$ cat config.mk
export PLATFORM = sky130hd
export DESIGN_NAME = pcm_tsi
export DESIGN_NICKNAME = d
export VERILOG_FILES = /design/src/rtl/pcm_tsi_pkg.sv /design/src/rtl/pcm_tsi_frame.sv /design/src/rtl/pcm_tsi_tx.sv /design/src/rtl/pcm_tsi_rx.sv /design/src/rtl/pcm_tsi.sv
export SDC_FILE = /design/constraint.sdc
export NUM_CORES = 1
export LEC_CHECK = 0
export ABC_AREA = 0
export BUFFER_PORTS_ARGS = -buffer_cell sky130_fd_sc_hd__buf_2
export CAP_MARGIN = 20
export CORE_ASPECT_RATIO = 0.5
export CORE_UTILIZATION = 50
export CTS_BUF_LIST = sky130_fd_sc_hd__clkbuf_16
export CTS_CLUSTER_SIZE = 8
export DETAILED_ROUTE_END_ITERATION = 10
export PLACE_DENSITY = 0.8
export RECOVER_POWER = 25
export SLEW_MARGIN = 25
export SYNTH_ARGS = -nofsm -noshare
export SYNTH_HDL_FRONTEND = slang
export SYNTH_SLANG_ARGS = --single-unit
export TNS_END_PERCENT = 100
$ cat constraint.sdc
create_clock -name clk -period 4.44 [get_ports clk]
set_clock_uncertainty 0.1 [all_clocks]
set_input_delay 0.444 -clock clk [delete_from_list [all_inputs] [get_ports clk]]
set_output_delay 0.444 -clock clk [all_outputs]
set_load 0.01 [all_outputs]
$ cat src/rtl/pcm_tsi_pkg.sv
package pcm_tsi_pkg;
    typedef enum logic [1:0] {
        MODE_COMP     = 2'b00,
        MODE_COMP_SIG = 2'b01,
        MODE_LIN      = 2'b10,
        MODE_RSVD     = 2'b11
    } smode_t;

    typedef enum logic [1:0] {
        FR_IDLE,
        FR_ALIGN,
        FR_RUN
    } fstate_t;

    function automatic logic is_two_slot_tx(smode_t m);
        return (m == MODE_COMP_SIG) || (m == MODE_LIN);
    endfunction
endpackage

$ cat src/rtl/pcm_tsi_frame.sv
module pcm_tsi_frame
    import pcm_tsi_pkg::*;
#(
    parameter int MAX_SLOTS = 128,
    localparam int BIT_W = $clog2(MAX_SLOTS) + 3
) (
    input  logic             clk,
    input  logic             rst_n,
    input  logic             fsync,
    input  logic [2:0]       bit_off,
    output logic             run,
    output logic [BIT_W-1:0] bit_cnt,
    output logic             frame_start
);
    localparam logic [BIT_W-1:0] LAST_BIT = BIT_W'(MAX_SLOTS * 8 - 1);

    logic             fs_neg;
    logic             fs_seen;
    logic             sync_det;
    fstate_t          state, state_nx;
    logic [2:0]       skip, skip_nx;
    logic [BIT_W-1:0] cnt, cnt_nx;

    always_ff @(negedge clk or negedge rst_n) begin
        if (!rst_n) fs_neg <= 1'b0;
        else        fs_neg <= fsync;
    end

    assign sync_det = fs_neg & ~fs_seen;

    always_ff @(posedge clk or negedge rst_n) begin
        if (!rst_n) begin
            fs_seen <= 1'b0;
            state   <= FR_IDLE;
            skip    <= '0;
            cnt     <= '0;
        end else begin
            fs_seen <= fs_neg;
            state   <= state_nx;
            skip    <= skip_nx;
            cnt     <= cnt_nx;
        end
    end

    always_comb begin
        state_nx = state;
        skip_nx  = skip;
        cnt_nx   = cnt;
        if (sync_det) begin
            if (bit_off == 3'd0) begin
                state_nx = FR_RUN;
                cnt_nx   = '0;
            end else begin
                state_nx = FR_ALIGN;
                skip_nx  = bit_off - 3'd1;
            end
        end else begin
            unique case (state)
                FR_IDLE: begin
                    state_nx = FR_IDLE;
                end
                FR_ALIGN: begin
                    if (skip == 3'd0) begin
                        state_nx = FR_RUN;
                        cnt_nx   = '0;
                    end else begin
                        skip_nx = skip - 3'd1;
                    end
                end
                FR_RUN: begin
                    if (cnt == LAST_BIT) state_nx = FR_IDLE;
                    else                 cnt_nx   = cnt + 1'b1;
                end
                default: state_nx = FR_IDLE;
            endcase
        end
    end

    always_comb begin
        run         = (state == FR_RUN);
        bit_cnt     = cnt;
        frame_start = sync_det;
    end

    // the delay count never exceeds six once loaded
    p_align_skip_r2: assert property (@(posedge clk) disable iff (!rst_n)
        (state == FR_ALIGN) |-> (skip < 3'd7));

    // a sync with zero delay starts bit 0 on the next cycle
    p_run_start_r2: assert property (@(posedge clk) disable iff (!rst_n)
        (sync_det && bit_off == 3'd0) |=> (run && bit_cnt == '0));

    // bit positions advance by one per clock
    p_run_advance_r2: assert property (@(posedge clk) disable iff (!rst_n)
        (run && !sync_det && bit_cnt != LAST_BIT) |=> (run && bit_cnt == $past(bit_cnt) + 1'b1));
endmodule

$ cat src/rtl/pcm_tsi_tx.sv
module pcm_tsi_tx
    import pcm_tsi_pkg::*;
#(
    parameter int MAX_SLOTS = 128,
    localparam int SLOT_W = $clog2(MAX_SLOTS),
    localparam int BIT_W = SLOT_W + 3
) (
    input  logic              clk,
    input  logic              rst_n,
    input  logic              run,
    input  logic [BIT_W-1:0]  bit_cnt,
    input  logic              frame_start,
    input  logic [SLOT_W-1:0] tx_slot,
    input  smode_t            mode,
    input  logic              tx_fall,
    input  logic [15:0]       tx_sample,
    input  logic [7:0]        tx_sig,
    output logic              txd,
    output logic              tx_oe
);
    logic [15:0]      word;
    logic [BIT_W-1:0] win_pos;
    logic [BIT_W-1:0] win_len;
    logic             oe_rise, d_rise;
    logic             oe_fall, d_fall;

    always_ff @(posedge clk or negedge rst_n) begin
        if (!rst_n)           word <= '0;
        else if (frame_start) word <= (mode == MODE_LIN) ? tx_sample : {tx_sample[7:0], tx_sig};
    end

    always_comb begin
        win_pos = bit_cnt - {tx_slot, 3'b000};
        win_len = is_two_slot_tx(mode) ? BIT_W'(16) : BIT_W'(8);
        oe_rise = run && (win_pos < win_len);
        d_rise  = oe_rise && word[4'd15 - win_pos[3:0]];
    end

    always_ff @(negedge clk or negedge rst_n) begin
        if (!rst_n) begin
            oe_fall <= 1'b0;
            d_fall  <= 1'b0;
        end else begin
            oe_fall <= oe_rise;
            d_fall  <= d_rise;
        end
    end

    always_comb begin
        tx_oe = tx_fall ? oe_fall : oe_rise;
        txd   = tx_fall ? d_fall  : d_rise;
    end

    // the rising-edge drive enable only appears while bits are counted
    p_oe_in_run_r6: assert property (@(posedge clk) disable iff (!rst_n)
        oe_rise |-> run);

    // the line carries no data while not driven
    p_quiet_r6: assert property (@(posedge clk) disable iff (!rst_n)
        !tx_oe |-> !txd);
endmodule

$ cat src/rtl/pcm_tsi_rx.sv
module pcm_tsi_rx
    import pcm_tsi_pkg::*;
#(
    parameter int MAX_SLOTS = 128,
    localparam int SLOT_W = $clog2(MAX_SLOTS),
    localparam int BIT_W = SLOT_W + 3
) (
    input  logic              clk,
    input  logic              rst_n,
    input  logic              run,
    input  logic [BIT_W-1:0]  bit_cnt,
    input  logic [SLOT_W-1:0] rx_slot,
    input  smode_t            mode,
    input  logic              rxd,
    output logic [15:0]       rx_sample,
    output logic              rx_strobe
);
    logic [15:0]      sr;
    logic [BIT_W-1:0] win_pos;
    logic [BIT_W-1:0] win_len;
    logic             in_win;

    always_comb begin
        win_pos = bit_cnt - {rx_slot, 3'b000};
        win_len = (mode == MODE_LIN) ? BIT_W'(16) : BIT_W'(8);
        in_win  = run && (win_pos < win_len);
    end

    always_ff @(posedge clk or negedge rst_n) begin
        if (!rst_n) begin
            sr        <= '0;
            rx_sample <= '0;
            rx_strobe <= 1'b0;
        end else begin
            rx_strobe <= 1'b0;
            if (in_win) begin
                sr <= {sr[14:0], rxd};
                if (win_pos == win_len - 1'b1) begin
                    rx_sample <= (mode == MODE_LIN) ? {sr[14:0], rxd} : {8'h00, sr[6:0], rxd};
                    rx_strobe <= 1'b1;
                end
            end
        end
    end

    // the strobe lasts one cycle
    p_strobe_single_r8: assert property (@(posedge clk) disable iff (!rst_n)
        rx_strobe |=> !rx_strobe);

    // a strobe follows a cycle with bits being counted
    p_strobe_from_run_r8: assert property (@(posedge clk) disable iff (!rst_n)
        $rose(rx_strobe) |-> $past(run));
endmodule

$ cat src/rtl/pcm_tsi.sv
module pcm_tsi
    import pcm_tsi_pkg::*;
#(
    parameter int MAX_SLOTS = 128,
    localparam int SLOT_W = $clog2(MAX_SLOTS),
    localparam int BIT_W = SLOT_W + 3
) (
    input  logic              clk,
    input  logic              rst_n,
    input  logic              fsync,
    input  logic              rxd,
    output logic              txd,
    output logic              tx_oe,
    input  logic [15:0]       tx_sample,
    input  logic [7:0]        tx_sig,
    output logic [15:0]       rx_sample,
    output logic              rx_strobe,
    input  logic [SLOT_W-1:0] cfg_tx_slot,
    input  logic [SLOT_W-1:0] cfg_rx_slot,
    input  logic [1:0]        cfg_mode,
    input  logic [2:0]        cfg_bit_off,
    input  logic              cfg_tx_fall
);
    logic             run;
    logic [BIT_W-1:0] bit_cnt;
    logic             frame_start;
    smode_t           mode;

    assign mode = smode_t'(cfg_mode);

    pcm_tsi_frame #(.MAX_SLOTS(MAX_SLOTS)) u_frame (
        .clk         (clk),
        .rst_n       (rst_n),
        .fsync       (fsync),
        .bit_off     (cfg_bit_off),
        .run         (run),
        .bit_cnt     (bit_cnt),
        .frame_start (frame_start)
    );

    pcm_tsi_tx #(.MAX_SLOTS(MAX_SLOTS)) u_tx (
        .clk         (clk),
        .rst_n       (rst_n),
        .run         (run),
        .bit_cnt     (bit_cnt),
        .frame_start (frame_start),
        .tx_slot     (cfg_tx_slot),
        .mode        (mode),
        .tx_fall     (cfg_tx_fall),
        .tx_sample   (tx_sample),
        .tx_sig      (tx_sig),
        .txd         (txd),
        .tx_oe       (tx_oe)
    );

    pcm_tsi_rx #(.MAX_SLOTS(MAX_SLOTS)) u_rx (
        .clk       (clk),
        .rst_n     (rst_n),
        .run       (run),
        .bit_cnt   (bit_cnt),
        .rx_slot   (cfg_rx_slot),
        .mode      (mode),
        .rxd       (rxd),
        .rx_sample (rx_sample),
        .rx_strobe (rx_strobe)
    );
endmodule

==> impl_metrics.json, run 1 <==
{
  "die_area_mm2": 0.00781,
  "violations": "capacitance limit, slew limit, setup timing",
  "grt_max_degree": 36,
  "wire_per_inst_um": 14.6,
  "power_density_mw_per_mm2": 459,
  "finalSetupViolCount": 2,
  "startpoint_type": "register",
  "io_buffers": 66,
  "nets": 496,
  "dpl.hpwl_um": 5520,
  "min_path_type": "in -> reg",
  "ant_nets": 0,
  "synth-edff-count": 0,
  "core_area_mm2": 0.00694,
  "synth_cell_types": 51,
  "first_pass_iters": 4,
  "synthCells": 345,
  "htree_levels": 3,
  "synth_area_leaders": "dfrtp_1 (43%), mux2i_1 (7.8%), mux2_2 (7.0%)",
  "cp_slowest_cell": "fa_1",
  "antenna_found_initial": 0,
  "initial_utilization_pct": 53.7,
  "met2_usage_pct": 33.7,
  "hold_viol": 0,
  "irDropWorstVdd_mv": 0.293,
  "synth_flop_cell": "dfrtp_1",
  "dp_cells": 503,
  "syn_nets": 413,
  "drv_cap": 2,
  "via_per_inst": 5.47,
  "synth_top_cell_by_area": "dfrtp_1",
  "grt_pass1_vias": 2745,
  "diodes": 0,
  "rsz0062_at_grt": "yes",
  "fp.dieH_um": 63.0,
  "wirelength_um": 7650,
  "clk_pin_slew_worst_paths_ps": 60,
  "critPathBufInv": 3,
  "slowest_delay_ps": 510,
  "cp.required_ps": 2490,
  "end_kind": "register",
  "track_usage_pct": 21.1,
  "via_count": 2870,
  "cts_tree": "yes",
  "worst_slack_ps": -28.8,
  "syn_avg_cell_area_um2": 10.8,
  "netlist.area_leader.share_pct": 43.0,
  "dieWidth_um": 124,
  "worstPathMaxFanout": 2,
  "gp_congestion": 0.866,
  "clock-sinks": 67,
  "path_cells": "inv_2, ha_4, inv_2, fa_1, ha_4, a2111oi_4, nand4_1, a221oi_2, buf_4",
  "critical-path-top-delay-family": "adder cells",
  "ys_ff_latch": 67,
  "numCtsBuffers": 9,
  "placed_area_mm2": 0.00422,
  "tns_ps": -54.8,
  "async_flop_share_pct": 100,
  "insertion_delay_ps": 340,
  "arrival_ps": 2520,
  "netlist_area_mm2": 0.00372,
  "ys_warn_count": 0,
  "outcome": "finished, violations left",
  "rows": 21,
  "postLayoutCellArea_mm2": 0.00460,
  "clock_path_buffers": 2,
  "clock-root-buffer": "clkbuf_16",
  "crit_type": "reg -> reg",
  "leakage_uw": 0.00224,
  "drc": 0,
  "drive_above_1_share_pct": 32.3,
  "busiest_layer": "met2",
  "met3_usage_pct": 5.84,
  "ios": 67,
  "area_growth_pct": 23.6,
  "tightest_slew_ps": 1780,
  "drt_iter0_drc": 159,
  "ys_seq_area_share_pct": 45.0,
  "slew_headroom_pct": -18.4,
  "drv_slew": 36,
  "layout.cells.non_filler": 525,
  "grt_overflow": 0,
  "totalPowerFinal_uw": 2110,
  "grt_pass1_wl_um": 12500,
  "grtUsageMet1_pct": 27.8
}
==> timing repair <==
item	CTS	global route
endpoints found under the hold margin	1	0
setup endpoints to repair	2	2
hold buffers	1	0
resized for setup	4	3
setup buffers	2	3
pin swaps	0	2
==> final cells by class <==
| type | count | area, um^2 |
|---|---|---|
| Fill cell | 545 | 2340 |
| Multi-Input combinational cell | 237 | 1940 |
| Sequential cell | 67 | 1680 |
| Timing Repair Buffer | 85 | 467 |
| Clock buffer | 9 | 225 |
| Tap cell | 92 | 115 |
| Inverter | 28 | 105 |
| Clock inverter | 7 | 76.3 |
==> layout by cell type, fill, tap and decap left out, drive strengths merged, types with 3 or more instances in the layout <==
master	count
nand2b	4
ha	18
mux2i	29
clkbuf	12
clkinv	3
o21a	3
a21o	5
dfrtn	3
nor3	5
a21oi	13
nor2b	6
o21ai	19
xor2	4
buf	81
nand2	33
mux4	4
a2111oi	4
mux2	25
nor3b	3
a31oi	8
inv	30
dfrtp	64
nor2	12
nand3	9
==> layer usage <==
metal | share of wire (%) | up-vias
met4 | 0.86 | 0
met2 | 47 | 71
met5 | 0 | -
met3 | 5.2 | 9
li1 | - | 1406
met1 | 47 | 1384
==> cell families after synthesis <==
group / count (synthesis) / synth area share, %
compound gates: 70 / 13.0
xor+xnor: 5 / 1.38
fa+ha+maj: 20 / 7.13
buf+inv: 41 / 4.47
flops: 67 / 45.0
mux: 58 / 18.0
simple gates: 84 / 11.0
==> through the flow <==
stage	hold WS [ps]	worst slack [ps]	util, %
6_report	257	-28.8	66.3
5_1_grt	257	-112	66.3
4_1_cts	247	-78.1	65.7
3_5_place_dp	185	-274	60.8
3_3_place_gp	183	-229	60.8
2_1_floorplan	48.4	-64.3	-
==> path summary, 6_finish.rpt <==
kind	startpoint	to	slack [ps]	depth (start not counted)
setup / recovery	u_frame.bit_cnt[3]$_DFFE_PN0P_	u_tx.oe_fall$_DFF_NN0_	-30	9
hold / removal	rxd	u_rx.rx_sample[0]$_DFFE_PN0P_	260	2
setup reg to reg	u_frame.bit_cnt[3]$_DFFE_PN0P_	u_tx.oe_fall$_DFF_NN0_	-30	9
hold reg to reg	u_tx.word[8]$_DFFE_PN0P_	u_tx.word[8]$_DFFE_PN0P_	380	2
max in group asynchronous	rst_n	u_tx.oe_fall$_DFF_NN0_	1370	2
min in group asynchronous	rst_n	u_frame.fs_seen$_DFF_PN0_	450	2
==> sequential cells by signal, indices dropped and copies added, names as in the netlist <==
| register | cells |
|---|---|
| u_rx.rx_sample | 16 |
| u_frame.bit_cnt | 10 |
| u_rx.sr | 15 |
| u_tx.word | 16 |
| u_frame.fs_neg | 1 |
| u_rx.rx_strobe | 1 |
| u_tx.oe_fall | 1 |
| u_tx.d_fall | 1 |
| u_frame.skip | 3 |
| u_frame.fs_seen | 1 |
| u_frame.state | 2 |
==> cell usage after synthesis (all sizes together), types with 5 or more instances <==
| cell | number |
|---|---|
| a21o | 5 |
| a21oi | 13 |
| a31oi | 8 |
| clkbuf | 9 |
| dfrtp | 64 |
| ha | 18 |
| inv | 28 |
| mux2 | 25 |
| mux2i | 29 |
| nand2 | 33 |
| nand3 | 9 |
| nor2 | 12 |
| nor2b | 6 |
| nor3 | 5 |
| o21ai | 19 |
==> where the power goes <==
| part | switching [uW] | total, uW | internal (uW) |
|---|---|---|---|
| sequential | 89.1 | 774 | 685 |
| combinational | 314 | 628 | 314 |
| clock | 271 | 710 | 439 |
| total | 675 | 2110 | 1440 |
(Power assumes the default switching activity.)
==> inputs of run 2 (changes only) <==
Settings changed: SETUP_SLACK_MARGIN from default to 0.1.
==> run 2 against run 1 <==
First-iteration DRC count fell by 12%. Routed wire length rose by 1.2%. Register-to-register slack worse by 30 ps. The run still ends with capacitance limit, slew limit, setup timing left. Hold slack barely moved. Utilization is 0.22 points higher. Final cell count rose by 0.38%. Sequential power is essentially flat. Largest cell class unchanged.
==> impl_metrics.json, run 2 (synthesized netlist as in run 1, its figures left out) <==
{
  "area_growth_pct": 24.0,
  "dpl.hpwl_um": 5520,
  "wirelength_um": 7740,
  "initial_utilization_pct": 53.7,
  "violations": "capacitance limit, slew limit, setup timing",
  "hold_viol": 0,
  "clock_path_buffers": 2,
  "leakage_uw": 0.00225,
  "irDropWorstVdd_mv": 0.295,
  "grt_overflow": 0,
  "crit_type": "reg -> reg",
  "numCtsBuffers": 9,
  "insertion_delay_ps": 340,
  "clk_pin_slew_worst_paths_ps": 60,
  "via_per_inst": 5.47,
  "core_area_mm2": 0.00694,
  "reg2reg_depth": 9,
  "clock-root-buffer": "clkbuf_16",
  "antenna_found_initial": 0,
  "placed_area_mm2": 0.00422,
  "fp.dieH_um": 63.0,
  "postLayoutCoreUtil_pct": 66.5,
  "top_regs": "u_rx.rx_sample: 16 flops, u_tx.word: 16 flops, u_rx.sr: 15 flops",
  "die_area_mm2": 0.00781,
  "worst_slack_ps": -56.0,
  "wire_per_inst_um": 14.7,
  "grt_max_degree": 36,
  "cp.required_ps": 2490,
  "worstPathMaxFanout": 2,
  "min_path_type": "in -> reg",
  "power_density_mw_per_mm2": 461,
  "finalSetupViolCount": 2,
  "dieWidth_um": 124,
  "drv_slew": 65,
  "grt_pass1_vias": 2759,
  "rsz0062_at_grt": "yes",
  "nets": 498,
  "tns_ps": -110,
  "slew_headroom_pct": -17.7,
  "via_count": 2885,
  "ios": 67,
  "first_pass_iters": 4,
  "gp_congestion": 0.866,
  "io_buffers": 66,
  "place_ws_ps": -274,
  "ant_nets": 0,
  "htree_levels": 3,
  "postLayoutCellArea_mm2": 0.00462,
  "drive_above_1_share_pct": 32.6,
  "end_kind": "register",
  "track_usage_pct": 21.3,
  "cts_tree": "yes",
  "layout.cells.non_filler": 527,
  "startpoint_type": "register",
  "nFillCells": 544,
  "drv_cap": 2,
  "tightest_slew_ps": 1770,
  "outcome": "finished, violations left",
  "final_common_cell": "buf_2",
  "arrival_ps": 2550,
  "diodes": 0,
  "drt_iter0_drc": 140,
  "mostFrequentLayoutCells": "buf_2 (65), dfrtp_1 (64), nand2_1 (33), mux2i_1 (29), inv_1 (26)",
  "rows": 21,
  "drc": 0,
  "hold_path_depth": 2,
  "grt_pass1_wl_um": 12700,
  "clock-sinks": 67,
  "dp_cells": 503
}
run 2: what timing repair did:
action	in CTS	in global routing
pin swaps	0	2
endpoints found under the setup margin	2	2
endpoints found under the hold margin	1	0
hold buffers	1	0
resized for setup	4	3
buffers inserted	4	3
cloned	0	0
run 2: where the power goes:
part	leakage, uW	switching [uW]	total (uW)	internal, uW
logic	0.00125	319	641	322
clock network	0.000148	275	714	439
registers	0.000846	88.0	773	685
total	0.00225	682	2130	1450
run 2: metrics by stage:
stage	hold slack [ps]	power, uW
3_5_place_dp	185	1360
4_1_cts	247	2100
5_1_grt	257	2260
3_3_place_gp	183	1340
6_report	257	2130
2_1_floorplan	48.4	1190
run 2: worst max-delay path, cell delays in order (launching register included):
cell	delay [ps]
dfrtp_1	380
inv_2	90
ha_4	140
inv_2	30
fa_1	510
ha_4	210
a2111oi_4	280
nand4_1	170
a221oi_2	240
buf_4	160
run 2: layout make-up:
cell class,instances,area [um^2],area share [%]
repair buffers,87,482,10.4
inverters,28,105,2.28
clock inverters,7,76.3,1.65
flip-flops and latches,67,1680,36.3
multi-input cells,237,1940,41.9
well taps,92,115,2.49
clock buffers,9,225,4.88
run 2: final timing paths:
check                                          startpoint                             to  slack (ps)
max                        u_frame.bit_cnt[3]$_DFFE_PN0P_         u_tx.oe_fall$_DFF_NN0_         -60
min                                                   rxd  u_rx.rx_sample[0]$_DFFE_PN0P_         260
max reg2reg                u_frame.bit_cnt[3]$_DFFE_PN0P_         u_tx.oe_fall$_DFF_NN0_         -60
min reg2reg                      u_tx.word[8]$_DFFE_PN0P_       u_tx.word[8]$_DFFE_PN0P_         380
max in group asynchronous                           rst_n         u_tx.oe_fall$_DFF_NN0_        1380
min in group asynchronous                           rst_n      u_frame.fs_seen$_DFF_PN0_         450
run 2: layer usage:
metal | vias to the layer above | routed length (um) | track usage [%]
met5 | - | 0 | 0
met4 | 0 | 47 | 6.55
met3 | 5 | 384 | 5.84
met2 | 68 | 3680 | 34.4
met1 | 1402 | 3620 | 27.9
li1 | 1410 | - | -
